--- src/rtl/rxpk_pkg.sv ---
package rxpk_pkg;

    typedef enum logic [0:0] {
        ST_IDLE = 1'b0,
        ST_RECV = 1'b1
    } rx_state_e;

    typedef struct packed {
        logic clr;
        logic take;
        logic close;
    } rx_ctl_t;

endpackage

--- src/rtl/rxpk_fsm.sv ---
module rxpk_fsm
    import rxpk_pkg::*;
(
    input  logic      clk,
    input  logic      rst_n,
    input  logic      rx_start,
    input  logic      rx_end,
    input  logic      bit_vld,
    output rx_state_e state,
    output rx_ctl_t   ctl
);

    rx_state_e state_nx;

    // State register
    always_ff @(posedge clk or negedge rst_n) begin
        if (!rst_n) state <= ST_IDLE;
        else        state <= state_nx;
    end

    // Transitions
    always_comb begin
        state_nx = state;
        unique case (state)
            ST_IDLE: if (rx_start) state_nx = ST_RECV;
            ST_RECV: begin
                if (rx_start)    state_nx = ST_RECV;
                else if (rx_end) state_nx = ST_IDLE;
            end
            default: state_nx = ST_IDLE;
        endcase
    end

    // Commands to the datapath
    always_comb begin
        ctl = '0;
        ctl.clr = rx_start;
        unique case (state)
            ST_IDLE: ;
            ST_RECV: begin
                ctl.take  = !rx_start && bit_vld;
                ctl.close = !rx_start && rx_end;
            end
            default: ;
        endcase
    end

    // a take command is only issued while a frame is active.
    assert_take_in_frame_R11: assert property (@(posedge clk) disable iff (!rst_n)
        ctl.take |-> (state == ST_RECV));

endmodule

--- src/rtl/rxpk_assembler.sv ---
module rxpk_assembler
    import rxpk_pkg::*;
#(
    parameter int W  = 8,
    parameter int PW = $clog2(W)
)(
    input  logic          clk,
    input  logic          rst_n,
    input  rx_ctl_t       ctl,
    input  logic [PW-1:0] align,
    input  logic          bit_val,
    input  logic          keep,
    input  logic          coll_seen,
    output logic          byte_vld,
    output logic [W-1:0]  byte_data,
    output logic [PW-1:0] last_bits
);

    localparam logic [PW-1:0] TOP_POS = PW'(W - 1);

    logic [PW-1:0] ptr_q, ptr_n;
    logic [W-1:0]  acc_q, acc_n;
    logic          bit_eff, full;

    always_comb begin
        bit_eff = bit_val & ~(coll_seen & ~keep);
        acc_n   = ctl.take ? (acc_q | (W'(bit_eff) << ptr_q)) : acc_q;
        ptr_n   = ctl.take ? (ptr_q + PW'(1)) : ptr_q;
        full    = ctl.take && (ptr_q == TOP_POS);
    end

    always_ff @(posedge clk or negedge rst_n) begin
        if (!rst_n) begin
            ptr_q     <= '0;
            acc_q     <= '0;
            byte_vld  <= 1'b0;
            byte_data <= '0;
            last_bits <= '0;
        end else begin
            byte_vld <= 1'b0;
            if (ctl.clr) begin
                ptr_q     <= align;
                acc_q     <= '0;
                last_bits <= '0;
            end else begin
                if (ctl.take) begin
                    ptr_q <= ptr_n;
                    acc_q <= full ? '0 : acc_n;
                end
                if (full || (ctl.close && (ptr_n != '0))) begin
                    byte_vld  <= 1'b1;
                    byte_data <= acc_n;
                end
                if (ctl.close) begin
                    last_bits <= ptr_n;
                    acc_q     <= '0;
                    ptr_q     <= '0;
                end
            end
        end
    end

    // a flushed partial byte has nothing above its used positions.
    assert_partial_clean_R4: assert property (@(posedge clk) disable iff (!rst_n)
        (byte_vld && (last_bits != '0)) |-> ((byte_data >> last_bits) == '0));

    // a byte only appears after a bit or a frame close.
    assert_byte_cause_R1: assert property (@(posedge clk) disable iff (!rst_n)
        $rose(byte_vld) |-> $past(ctl.take || ctl.close));

endmodule

--- src/rtl/rxpk_coll_track.sv ---
module rxpk_coll_track
    import rxpk_pkg::*;
#(
    parameter int PW    = 3,
    parameter int LIMIT = 64,
    parameter int POS_W = 7,
    parameter int CW    = $clog2(LIMIT + 1)
)(
    input  logic             clk,
    input  logic             rst_n,
    input  rx_ctl_t          ctl,
    input  logic [PW-1:0]    align,
    input  logic             bit_coll,
    output logic             coll_seen,
    output logic [POS_W-1:0] coll_pos,
    output logic             coll_vld
);

    localparam logic [CW-1:0] CNT_MAX = CW'(LIMIT);

    logic [CW-1:0] cnt_q;

    always_ff @(posedge clk or negedge rst_n) begin
        if (!rst_n) begin
            cnt_q     <= '0;
            coll_seen <= 1'b0;
            coll_pos  <= '0;
            coll_vld  <= 1'b0;
        end else if (ctl.clr) begin
            cnt_q     <= CW'(align);
            coll_seen <= 1'b0;
            coll_pos  <= '0;
            coll_vld  <= 1'b0;
        end else if (ctl.take) begin
            if (bit_coll && !coll_seen) begin
                coll_seen <= 1'b1;
                if (cnt_q < CNT_MAX) begin
                    coll_pos <= POS_W'(cnt_q);
                    coll_vld <= 1'b1;
                end
            end
            if (cnt_q != CNT_MAX) cnt_q <= cnt_q + CW'(1);
        end
    end

    // a start clears the collision record.
    assert_start_clears_R10: assert property (@(posedge clk) disable iff (!rst_n)
        ctl.clr |=> (!coll_vld && (coll_pos == '0) && !coll_seen));

    // once the first collision is seen, the record is frozen.
    assert_first_only_R8: assert property (@(posedge clk) disable iff (!rst_n)
        (coll_seen && !ctl.clr) |=> ($stable(coll_pos) && $stable(coll_vld)));

    // validity only rises on an accepted colliding bit.
    assert_vld_cause_R9: assert property (@(posedge clk) disable iff (!rst_n)
        $rose(coll_vld) |-> $past(bit_coll && ctl.take));

endmodule

--- src/rtl/rx_bit_packer.sv ---
module rx_bit_packer
    import rxpk_pkg::*;
#(
    parameter int BYTE_W     = 8,
    parameter int COLL_LIMIT = 64,
    parameter int POS_W      = 7,
    parameter int PW         = $clog2(BYTE_W)
)(
    input  logic             clk,
    input  logic             rst_n,
    input  logic             rx_start,
    input  logic             rx_end,
    input  logic             bit_vld,
    input  logic             bit_val,
    input  logic             bit_coll,
    input  logic [PW-1:0]    align,
    input  logic             keep_after_coll,
    output logic             byte_vld,
    output logic [BYTE_W-1:0] byte_data,
    output logic [PW-1:0]    last_bits,
    output logic [POS_W-1:0] coll_pos,
    output logic             coll_pos_vld
);

    rx_state_e state;
    rx_ctl_t   ctl;
    logic      coll_seen;

    rxpk_fsm u_fsm (
        .clk      (clk),
        .rst_n    (rst_n),
        .rx_start (rx_start),
        .rx_end   (rx_end),
        .bit_vld  (bit_vld),
        .state    (state),
        .ctl      (ctl)
    );

    rxpk_assembler #(.W(BYTE_W), .PW(PW)) u_asm (
        .clk       (clk),
        .rst_n     (rst_n),
        .ctl       (ctl),
        .align     (align),
        .bit_val   (bit_val),
        .keep      (keep_after_coll),
        .coll_seen (coll_seen),
        .byte_vld  (byte_vld),
        .byte_data (byte_data),
        .last_bits (last_bits)
    );

    rxpk_coll_track #(.PW(PW), .LIMIT(COLL_LIMIT), .POS_W(POS_W)) u_coll (
        .clk       (clk),
        .rst_n     (rst_n),
        .ctl       (ctl),
        .align     (align),
        .bit_coll  (bit_coll),
        .coll_seen (coll_seen),
        .coll_pos  (coll_pos),
        .coll_vld  (coll_pos_vld)
    );

    // start resets the last-byte count.
    assert_start_lastbits_R5: assert property (@(posedge clk) disable iff (!rst_n)
        rx_start |=> (last_bits == '0));

    // nothing is emitted from idle without a start.
    assert_idle_quiet_R11: assert property (@(posedge clk) disable iff (!rst_n)
        ((state == ST_IDLE) && !rx_start) |=> !byte_vld);

endmodule

--- config.mk ---
export PLATFORM = sky130hd
export DESIGN_NAME = rx_bit_packer
export DESIGN_NICKNAME = d
export VERILOG_FILES = /design/src/rtl/rxpk_pkg.sv /design/src/rtl/rxpk_fsm.sv /design/src/rtl/rxpk_assembler.sv /design/src/rtl/rxpk_coll_track.sv /design/src/rtl/rx_bit_packer.sv
export SDC_FILE = /design/constraint.sdc
export NUM_CORES = 1
export LEC_CHECK = 0
export BUFFER_PORTS_ARGS = -buffer_cell sky130_fd_sc_hd__buf_2
export CORE_ASPECT_RATIO = 1.25
export CORE_MARGIN = 5
export CORE_UTILIZATION = 30
export CTS_CLUSTER_DIAMETER = 150
export CTS_CLUSTER_SIZE = 10
export DETAILED_ROUTE_END_ITERATION = 6
export PLACE_DENSITY_LB_ADDON = 0.2
export SYNTH_ARGS = -nofsm -noshare
export SYNTH_HDL_FRONTEND = slang
export SYNTH_SLANG_ARGS = --single-unit
export TNS_END_PERCENT = 50
--- constraint.sdc ---
create_clock -name clk -period 3 [get_ports clk]
set_clock_uncertainty 0.1 [all_clocks]
set_input_delay 0.3 -clock clk [delete_from_list [all_inputs] [get_ports clk]]
set_output_delay 0.3 -clock clk [all_outputs]
set_load 0.005 [all_outputs]
==> results of run 1 <==
[routing by layer]
metal | routed length (um) | vias up | part of all wire [%]
met5 | 0 | - | 0
met4 | 50 | 0 | 1.2
met3 | 137 | 5 | 3.3
met2 | 2030 | 25 | 49
met1 | 1900 | 663 | 46
li1 | - | 680 | -
[through the flow]
| stage | hold WS [ps] | setup slack, ps | total power (uW) | area [um^2] |
|---|---|---|---|---|
| after floorplan | -95.6 | 834 | 686 | 1870 |
| after global placement | 364 | 615 | 738 | 2090 |
| after detailed placement | 365 | 534 | 740 | 2090 |
| after CTS | 74.3 | 537 | 1270 | 2220 |
| after global routing | 117 | 405 | 1300 | 2220 |
| final | 34.1 | 572 | 1250 | 2220 |
[worst paths after layout]
check | startpoint | to | slack [ps] | cells past startpoint
worst max-delay path | u_asm.ptr_q[1] | u_asm.byte_data[0] | 570 | 6
worst min-delay path | rst_n | u_asm.last_bits[1] | 30 | 1
worst max register to register | u_asm.ptr_q[1] | u_asm.byte_data[0] | 570 | 6
worst min register to register | u_asm.last_bits[1] | u_asm.last_bits[1] | 380 | 1
max in group asynchronous | rst_n | u_coll.cnt_q[4] | 2200 | 1
min in group clk | align[2] | u_asm.ptr_q[2] | 150 | 3
[critical path: stages (launching register included)]
cell      delay, ps
dfrtp_1         480
ha_1            230
ha_1            290
mux2i_1         140
nor2_1           90
a311oi_4        590
mux2_2          400
[logic make-up (layout without fill, tap and decap cells)]
kind of cell               after synthesis  count (layout)  share of synthesized area, %
AOI/OAI and AO/OA                       44              44                          16.2
buffers and inverters                   17              47                          3.96
and+or+nand+nor                         54              54                          13.3
xor gates and xnor gates                 5               5                          2.35
muxes                                   14              14                          7.85
adders and majority gates                4               4                          2.68
DFF                                     40              40                          53.7
[layout by cell type (no fill, tap or decap), types with 6 or more instances in the layout]
| master | synthesis | routed |
|---|---|---|
| o21ai_0 | 15 | 15 |
| mux2i_1 | 9 | 9 |
| dfrtp_1 | 40 | 40 |
| a22o_1 | 6 | 6 |
| buf_2 | 2 | 30 |
| nand2_1 | 23 | 23 |
| nor2_1 | 13 | 13 |
| a21o_1 | 8 | 8 |
| inv_1 | 9 | 9 |
[power groups by stage]
| stage | clock network [uW] | logic [uW] | registers, uW |
|---|---|---|---|
| global placement | 0 | 140 | 597 |
| floorplan | 0 | 95.3 | 590 |
| CTS | 537 | 142 | 587 |
| finish | 522 | 138 | 587 |
| global route | 553 | 159 | 592 |
| detailed placement | 0 | 142 | 598 |
[sequential cells by signal, summed over array words and instances, names as in the netlist]
register / count
u_asm.ptr_q: 3
u_asm.last_bits: 3
u_coll.cnt_q: 7
u_coll.coll_seen: 1
u_asm.acc_q: 8
u_asm.byte_data: 8
u_asm.byte_vld: 1
u_coll.coll_pos: 7
u_coll.coll_vld: 1
u_fsm.state: 1
[cells in the mapped netlist (2+ instances only)]
cell	instances	area (um^2)
clkbuf_1	4	15.0
a22o_1	6	52.6
buf_2	2	10.0
a21o_1	8	60.1
nor2_1	13	48.8
mux2i_1	9	90.1
nor3_1	5	25.0
o21ai_0	15	75.1
mux2_2	5	56.3
nor3b_1	2	15.0
nand3_1	3	15.0
or3_1	2	12.5
inv_1	9	33.8
ha_1	4	50.1
nand3b_1	2	15.0
a31oi_1	5	31.3
a21oi_1	5	25.0
dfrtp_1	40	1000
xnor2_1	4	35.0
nand2_1	23	86.3
[layout make-up]
type	count	area, um^2
inverter	9	33.8
clock inverter	2	60.1
sequential	40	1000
tap	85	106
fill	630	3910
multi-input combinational	121	791
timing repair buffer	31	158
clock buffer	5	68.8
==> flow_summary.toml, run 1 <==
[status]
status = "complete, no violations"

[worst_hold_path]
hold_class = "primary input to asynchronous set/reset pin"

[finish]
area_growth_pct = 18.9
layout.nets = 223
diodes = 0
final_cells = 293
final_util_pct = 36.2
drive_gt1_share_pct = 21.6

[grt]
grt_util_met2_pct = 18.7
grt_pass1_vias = 1414
grt_max_degree = 41
overflow = 0
grt_pass1_wl_um = 7040
busiest_layer = "met2"
globalRouteTotalUtil_pct = 11.4
met3_usage_pct = 3.41
antenna_found_initial = 0
use_met1_pct = 14.5

[critical_path]
crit_type = "register to register"
cp-end-kind = "register"
start_kind = "register"
worstPathArrival_ps = 2510
worstPathRequired_ps = 3080
critPathMaxFanout = 9

[logic_synthesis]
synth-edff-count = 0
async_flop_share_pct = 100
synth.avg_cell_area_um2 = 10.5
ys_seq_area_share_pct = 53.7
synthesis.instances = 178
yosys_warnings = 0
ys_ff_latch = 40
syn-num-nets = 193
synth_cell_types = 32
synth_flop_cell = "dfrtp_1"
syn_area_um2 = 1870

[power]
sw_frac_of_total_pct = 24.1
clock_power_share_pct = 41.9
power.density_nw_per_um2 = 562
p_switching_uw = 301
seqPwrFrac_pct = 47.1
p_leak_uw = 0.00114
ir_drop_v = 0.000217
comb_power_share_pct = 11.0
power.internal_uw = 946

[clock_network]
cts_tree = "yes"
cts_sinks = 40
cts.path.max_buffers = 2
cts_setup_buffers = 0
cts_resized = 0
cts.htree.levels = 2
clk_latency_ps = 290
clk_transition_reported_paths_ps = 80
cts_hold_buffers = 0
cts_buffers = 5
cts_root_buffer = "clkbuf_8"

[route]
drt_first_pass_iters = 4
num_vias = 1373
ant_nets = 0
drc = 0
wire_per_inst_um = 14.1
via_per_inst = 4.69
drt_iter0_drc = 39
drt_wl_total_um = 4120

[timing]
rsz0062_at_grt = "no"
min_period_ps = 2430
setup_viol = 0
final-hold-violation-count = 0
fmax_mhz = 412
maxSlewViolCount = 0
tightest_slew_ps = 907
finalCritPeriodShare_pct = 80.9
tns_ps = 0
maxSlewHeadroom_pct = 39.5

[floorplan]
coreArea_um2 = 6130
io_pins = 31
rows = 32
floorplan.initialDensity_pct = 30.5
die_area_um2 = 7910
die_x_um = 80.5
dieHeight_um = 98.2

[placed_design]
hpwl_um = 2920
globalplace.congestion = 0.759
dp_cells = 286
port_buffers = 30

[job]
cap_violations = 0
(Power assumes the default switching activity.)
==> run 2: changes to the inputs <==
==> constraint.sdc (replaced) <==
create_clock -name clk -period 2.3 [get_ports clk]
set_clock_uncertainty 0.1 [all_clocks]
set_input_delay 0.23 -clock clk [delete_from_list [all_inputs] [get_ports clk]]
set_output_delay 0.23 -clock clk [all_outputs]
set_load 0.005 [all_outputs]
==> run 2 against run 1 <==
Net effect: sequential cell count unchanged; setup slack got worse by 450 ps; clock power increased by 27%; non-clock buffer count increased by 10; count of clock-buffer cells in the layout unchanged; largest cell class unchanged.
==> flow_summary.toml, run 2 (synthesized netlist as in run 1, its figures left out) <==
[status]
status = "complete, no violations"

[timing]
min_period_ps = 2180
maxSlewHeadroom_pct = 68.9
setup_viol = 0
tightest_slew_ps = 461
fmax_mhz = 459
finalCritPeriodShare_pct = 94.7
maxSlewViolCount = 0
rsz0062_at_grt = "no"
final-hold-violation-count = 0
tns_ps = 0

[critical_path]
start_kind = "register"
r2r_setup_slack_ps = 120
regToRegEndpoint = "u_asm.byte_data[0]"
cp-end-kind = "register"
r2r-start = "u_asm.ptr_q[0]"
r2r_cells = 7
worstPathRequired_ps = 2380
crit_type = "register to register"
worstPathArrival_ps = 2260
critPathMaxFanout = 9

[clock_network]
clk_latency_ps = 290
cts_buffers = 5
cts.path.max_buffers = 2
cts_setup_buffers = 0
cts_root_buffer = "clkbuf_8"
clk_transition_reported_paths_ps = 80
cts.htree.levels = 2
cts_tree = "yes"
cts_sinks = 40

[grt]
overflow = 0
grt_pass1_wl_um = 7240
grt_max_degree = 19
globalRouteTotalUtil_pct = 11.7
antenna_found_initial = 0
grt_pass1_vias = 1501

[placed_design]
port_buffers = 30
dp_cells = 295
globalplace.congestion = 0.803
hpwl_um = 3190

[route]
drt_wl_total_um = 4270
wire_per_inst_um = 14.1
ant_nets = 0
drt_iter0_drc = 53
drc = 0
num_vias = 1429
drt_first_pass_iters = 4
via_per_inst = 4.72

[finish]
final_cells = 303
ff_latch_area_um2 = 1000
drive_gt1_share_pct = 24.8
layout.nets = 233
multiInputGateArea_um2 = 791
reg_top3 = "u_asm.acc_q: 8 flops, u_asm.byte_data: 8 flops"
area_growth_pct = 23.1
fill_cells = 630
final_common_cell = "dfrtp_1"
final_cell_mix = "dfrtp_1 (40), buf_2 (30), nand2_1 (23), o21ai_0 (15), nor2_1 (13)"
diodes = 0

[power]
ir_drop_v = 0.000312
p_leak_uw = 0.00119
power.density_nw_per_um2 = 710

[job]
cap_violations = 0

[floorplan]
floorplan.initialDensity_pct = 30.5
rows = 32
die_area_um2 = 7910
coreArea_um2 = 6130
dieHeight_um = 98.2
die_x_um = 80.5
io_pins = 31

[worst_hold_path]
min_delay_path_depth = 3
hold_class = "primary input to register"
hold_end = "u_coll.cnt_q[2]"
min_from = "align[2]"
==> run 2: area by class of cell <==
class,instances,area share (%)
clock buffers,5,3.00
clock inverters,2,2.62
inverters,9,1.47
multi-input cells,121,34.4
flip-flops and latches,40,43.6
well taps,85,4.63
repair buffers,41,10.2
==> run 2: layer usage <==
metal | global-route usage, % | wire, um | part of all wire [%] | vias to the layer above
li1 | - | - | - | 705
met1 | 14.0 | 1930 | 45 | 690
met2 | 19.5 | 2140 | 50 | 32
met3 | 3.32 | 170 | 4.0 | 2
met4 | 4.55 | 29 | 0.68 | 0
met5 | 0 | 0 | 0 | -
==> run 2: through the flow <==
stage / util [%] / setup WS, ps / hold WS (ps) / instance area (um^2) / power, uW
after floorplan: - / 134 / -166 / 1870 / 894
after global placement: 35.2 / 189 / 44.2 / 2160 / 981
after detailed placement: 35.2 / 108 / 44.2 / 2160 / 985
after CTS: 37.5 / 104 / 65.0 / 2300 / 1660
after global routing: 37.5 / 43.5 / 93.4 / 2300 / 1720
final: 37.5 / 122 / 75.1 / 2300 / 1630
==> run 2: repair_timing <==
item,CTS,global route
hold buffers,1,0
endpoints found under the hold margin,11,0
gates resized for setup,0,0
==> run 2: worst max path at each step <==
| stage | to | slack [ps] | start |
|---|---|---|---|
| after global placement | u_asm.byte_data[0] | 190 | u_asm.ptr_q[0] |
| after global routing | u_asm.byte_data[0] | 40 | u_asm.ptr_q[0] |
| after detailed placement | u_asm.byte_data[0] | 110 | u_asm.ptr_q[0] |
| after CTS | u_asm.byte_data[0] | 100 | u_asm.ptr_q[0] |
| final | u_asm.byte_data[0] | 120 | u_asm.ptr_q[0] |
| after floorplan | u_asm.byte_data[0] | 130 | u_asm.ptr_q[0] |
==> run 2: critical path, cell delays in order (launching register included) <==
cell and delay (ps):
dfrtp_1 380, ha_1 200, ha_1 290, mux2i_1 160
nor2_1 100, a311oi_4 260, buf_4 230, mux2_2 350
==> run 2: power by group <==
part	switching [uW]	internal (uW)	total [uW]
clock	237	427	665
sequential	27.9	733	761
combinational	115	90.4	206
total	381	1250	1630
==> run 3: changes to the inputs <==
==> constraint.sdc (replaced) <==
create_clock -name clk -period 2.55 [get_ports clk]
set_clock_uncertainty 0.1 [all_clocks]
set_input_delay 0.255 -clock clk [delete_from_list [all_inputs] [get_ports clk]]
set_output_delay 0.255 -clock clk [all_outputs]
set_load 0.005 [all_outputs]
==> run 3 against run 2 <==
Net effect: the flow now finishes with violations (negative hold slack); utilization down 1.3 points; critical path type unchanged; register-to-register slack better by 130 ps; final cell count down 1.7%; combinational power down 17%; first-iteration DRC count down 28%.
==> flow_summary.toml, run 3 (synthesized netlist as in run 1, its figures left out) <==
[clock_network]
cts_tree = "yes"
cts_root_buffer = "clkbuf_8"
cts_hold_buffers = 0
cts_buffers = 5
clk_transition_reported_paths_ps = 80
cts_setup_buffers = 0
cts_sinks = 40
cts_resized = 0
cts.path.max_buffers = 2
clk_latency_ps = 300
cts.htree.levels = 2

[timing]
rsz0062_at_grt = "no"
maxSlewViolCount = 0
min_period_ps = 2300
finalCritPeriodShare_pct = 90.2
final-hold-violation-count = 40
maxSlewHeadroom_pct = 41.4
fmax_mhz = 435
tightest_slew_ps = 879
hold_slack_ps = -29.4
setup_viol = 0
tns_ps = 0

[critical_path]
critPathTopFamily = "multiplexers"
worstPathRequired_ps = 2630
critPathMaxFanout = 7
worstPathArrival_ps = 2380
critPathBufInv = 0
crit_type = "register to register"
start_kind = "register"
path_common_cell = "ha_1"
cp-end-kind = "register"
crit_path_top_delay_cell = "a311oi_4"
worstPathCellList = "ha_1 > ha_1 > mux2i_1 > nor2_1 > a311oi_4 > mux2_2"
slowest_delay_ps = 480

[placed_design]
hpwl_um = 3000
globalplace.congestion = 0.753
dp_cells = 290
port_buffers = 30

[floorplan]
dieHeight_um = 98.2
die_area_um2 = 7910
io_pins = 31
rows = 32
die_x_um = 80.5
coreArea_um2 = 6130
floorplan.initialDensity_pct = 30.5

[finish]
fill_cells = 632
area_growth_pct = 18.6
drive_gt1_share_pct = 23.0
reg_top3 = "u_asm.acc_q: 8 flops, u_asm.byte_data: 8 flops"
layout.nets = 227
diodes = 0
final_common_cell = "dfrtp_1"
final_cell_mix = "dfrtp_1 (40), buf_2 (30), nand2_1 (23), o21ai_0 (15), nor2_1 (13)"
final_cells = 298

[route]
via_per_inst = 4.62
drt_wl_total_um = 4090
ant_nets = 0
wire_per_inst_um = 13.7
drc = 0
num_vias = 1378
drt_iter0_drc = 38
drt_first_pass_iters = 4

[grt]
overflow = 0
grt_pass1_vias = 1477
antenna_found_initial = 0
grt_max_degree = 41
globalRouteTotalUtil_pct = 11.5
grt_pass1_wl_um = 7140

[status]
failed_checks = "negative hold slack"
status = "complete, but fails checks"

[power]
ir_drop_v = 0.000294
power.density_nw_per_um2 = 589
p_leak_uw = 0.00114

[job]
cap_violations = 0

[worst_hold_path]
hold_class = "primary input to asynchronous set/reset pin"
==> run 3: layout make-up <==
class	instances	area [um^2]	area share, %
Inverter	9	33.8	1.53
Multi-Input combinational cell	121	791	35.7
Clock inverter	1	7.51	0.339
Clock buffer	7	86.3	3.90
Sequential cell	40	1000	45.2
Timing Repair Buffer	35	188	8.48
Tap cell	85	106	4.80
==> run 3: path summary, 6_finish.rpt <==
path	slack [ps]	start	to	depth (start not counted)
max	250	u_asm.ptr_q[0]	u_asm.byte_data[5]	6
min	-30	rst_n	u_asm.byte_data[3]	1
max reg2reg	250	u_asm.ptr_q[0]	u_asm.byte_data[5]	6
min reg2reg	370	u_coll.coll_vld	u_coll.coll_vld	1
max in group asynchronous	1820	rst_n	u_asm.last_bits[0]	1
min in group clk	120	align[2]	u_asm.ptr_q[2]	3
==> run 3: routing by layer <==
layer	vias to the layer above	routed length (um)	GRT usage, %
met5	-	0	0
met4	0	42	4.29
met3	5	128	3.14
met2	23	2060	18.6
met1	661	1860	14.6
li1	689	-	-
==> run 3: per-stage QoR <==
step	cell area (um^2)	util (%)	power [uW]	setup WS, ps	hold WS, ps
finish	2210	36.1	1300	250	-29.4
global route	2210	36.1	1380	147	64.2
CTS	2210	36.1	1330	227	13.9
detailed placement	2120	34.6	878	245	344
global placement	2120	34.6	877	322	345
floorplan	1870	-	807	384	-141
==> run 3: where the power goes <==
| part | total [uW] | switching [uW] | internal, uW |
|---|---|---|---|
| sequential | 688 | 27.6 | 661 |
| combinational | 172 | 98.7 | 73.5 |
| clock | 442 | 222 | 220 |
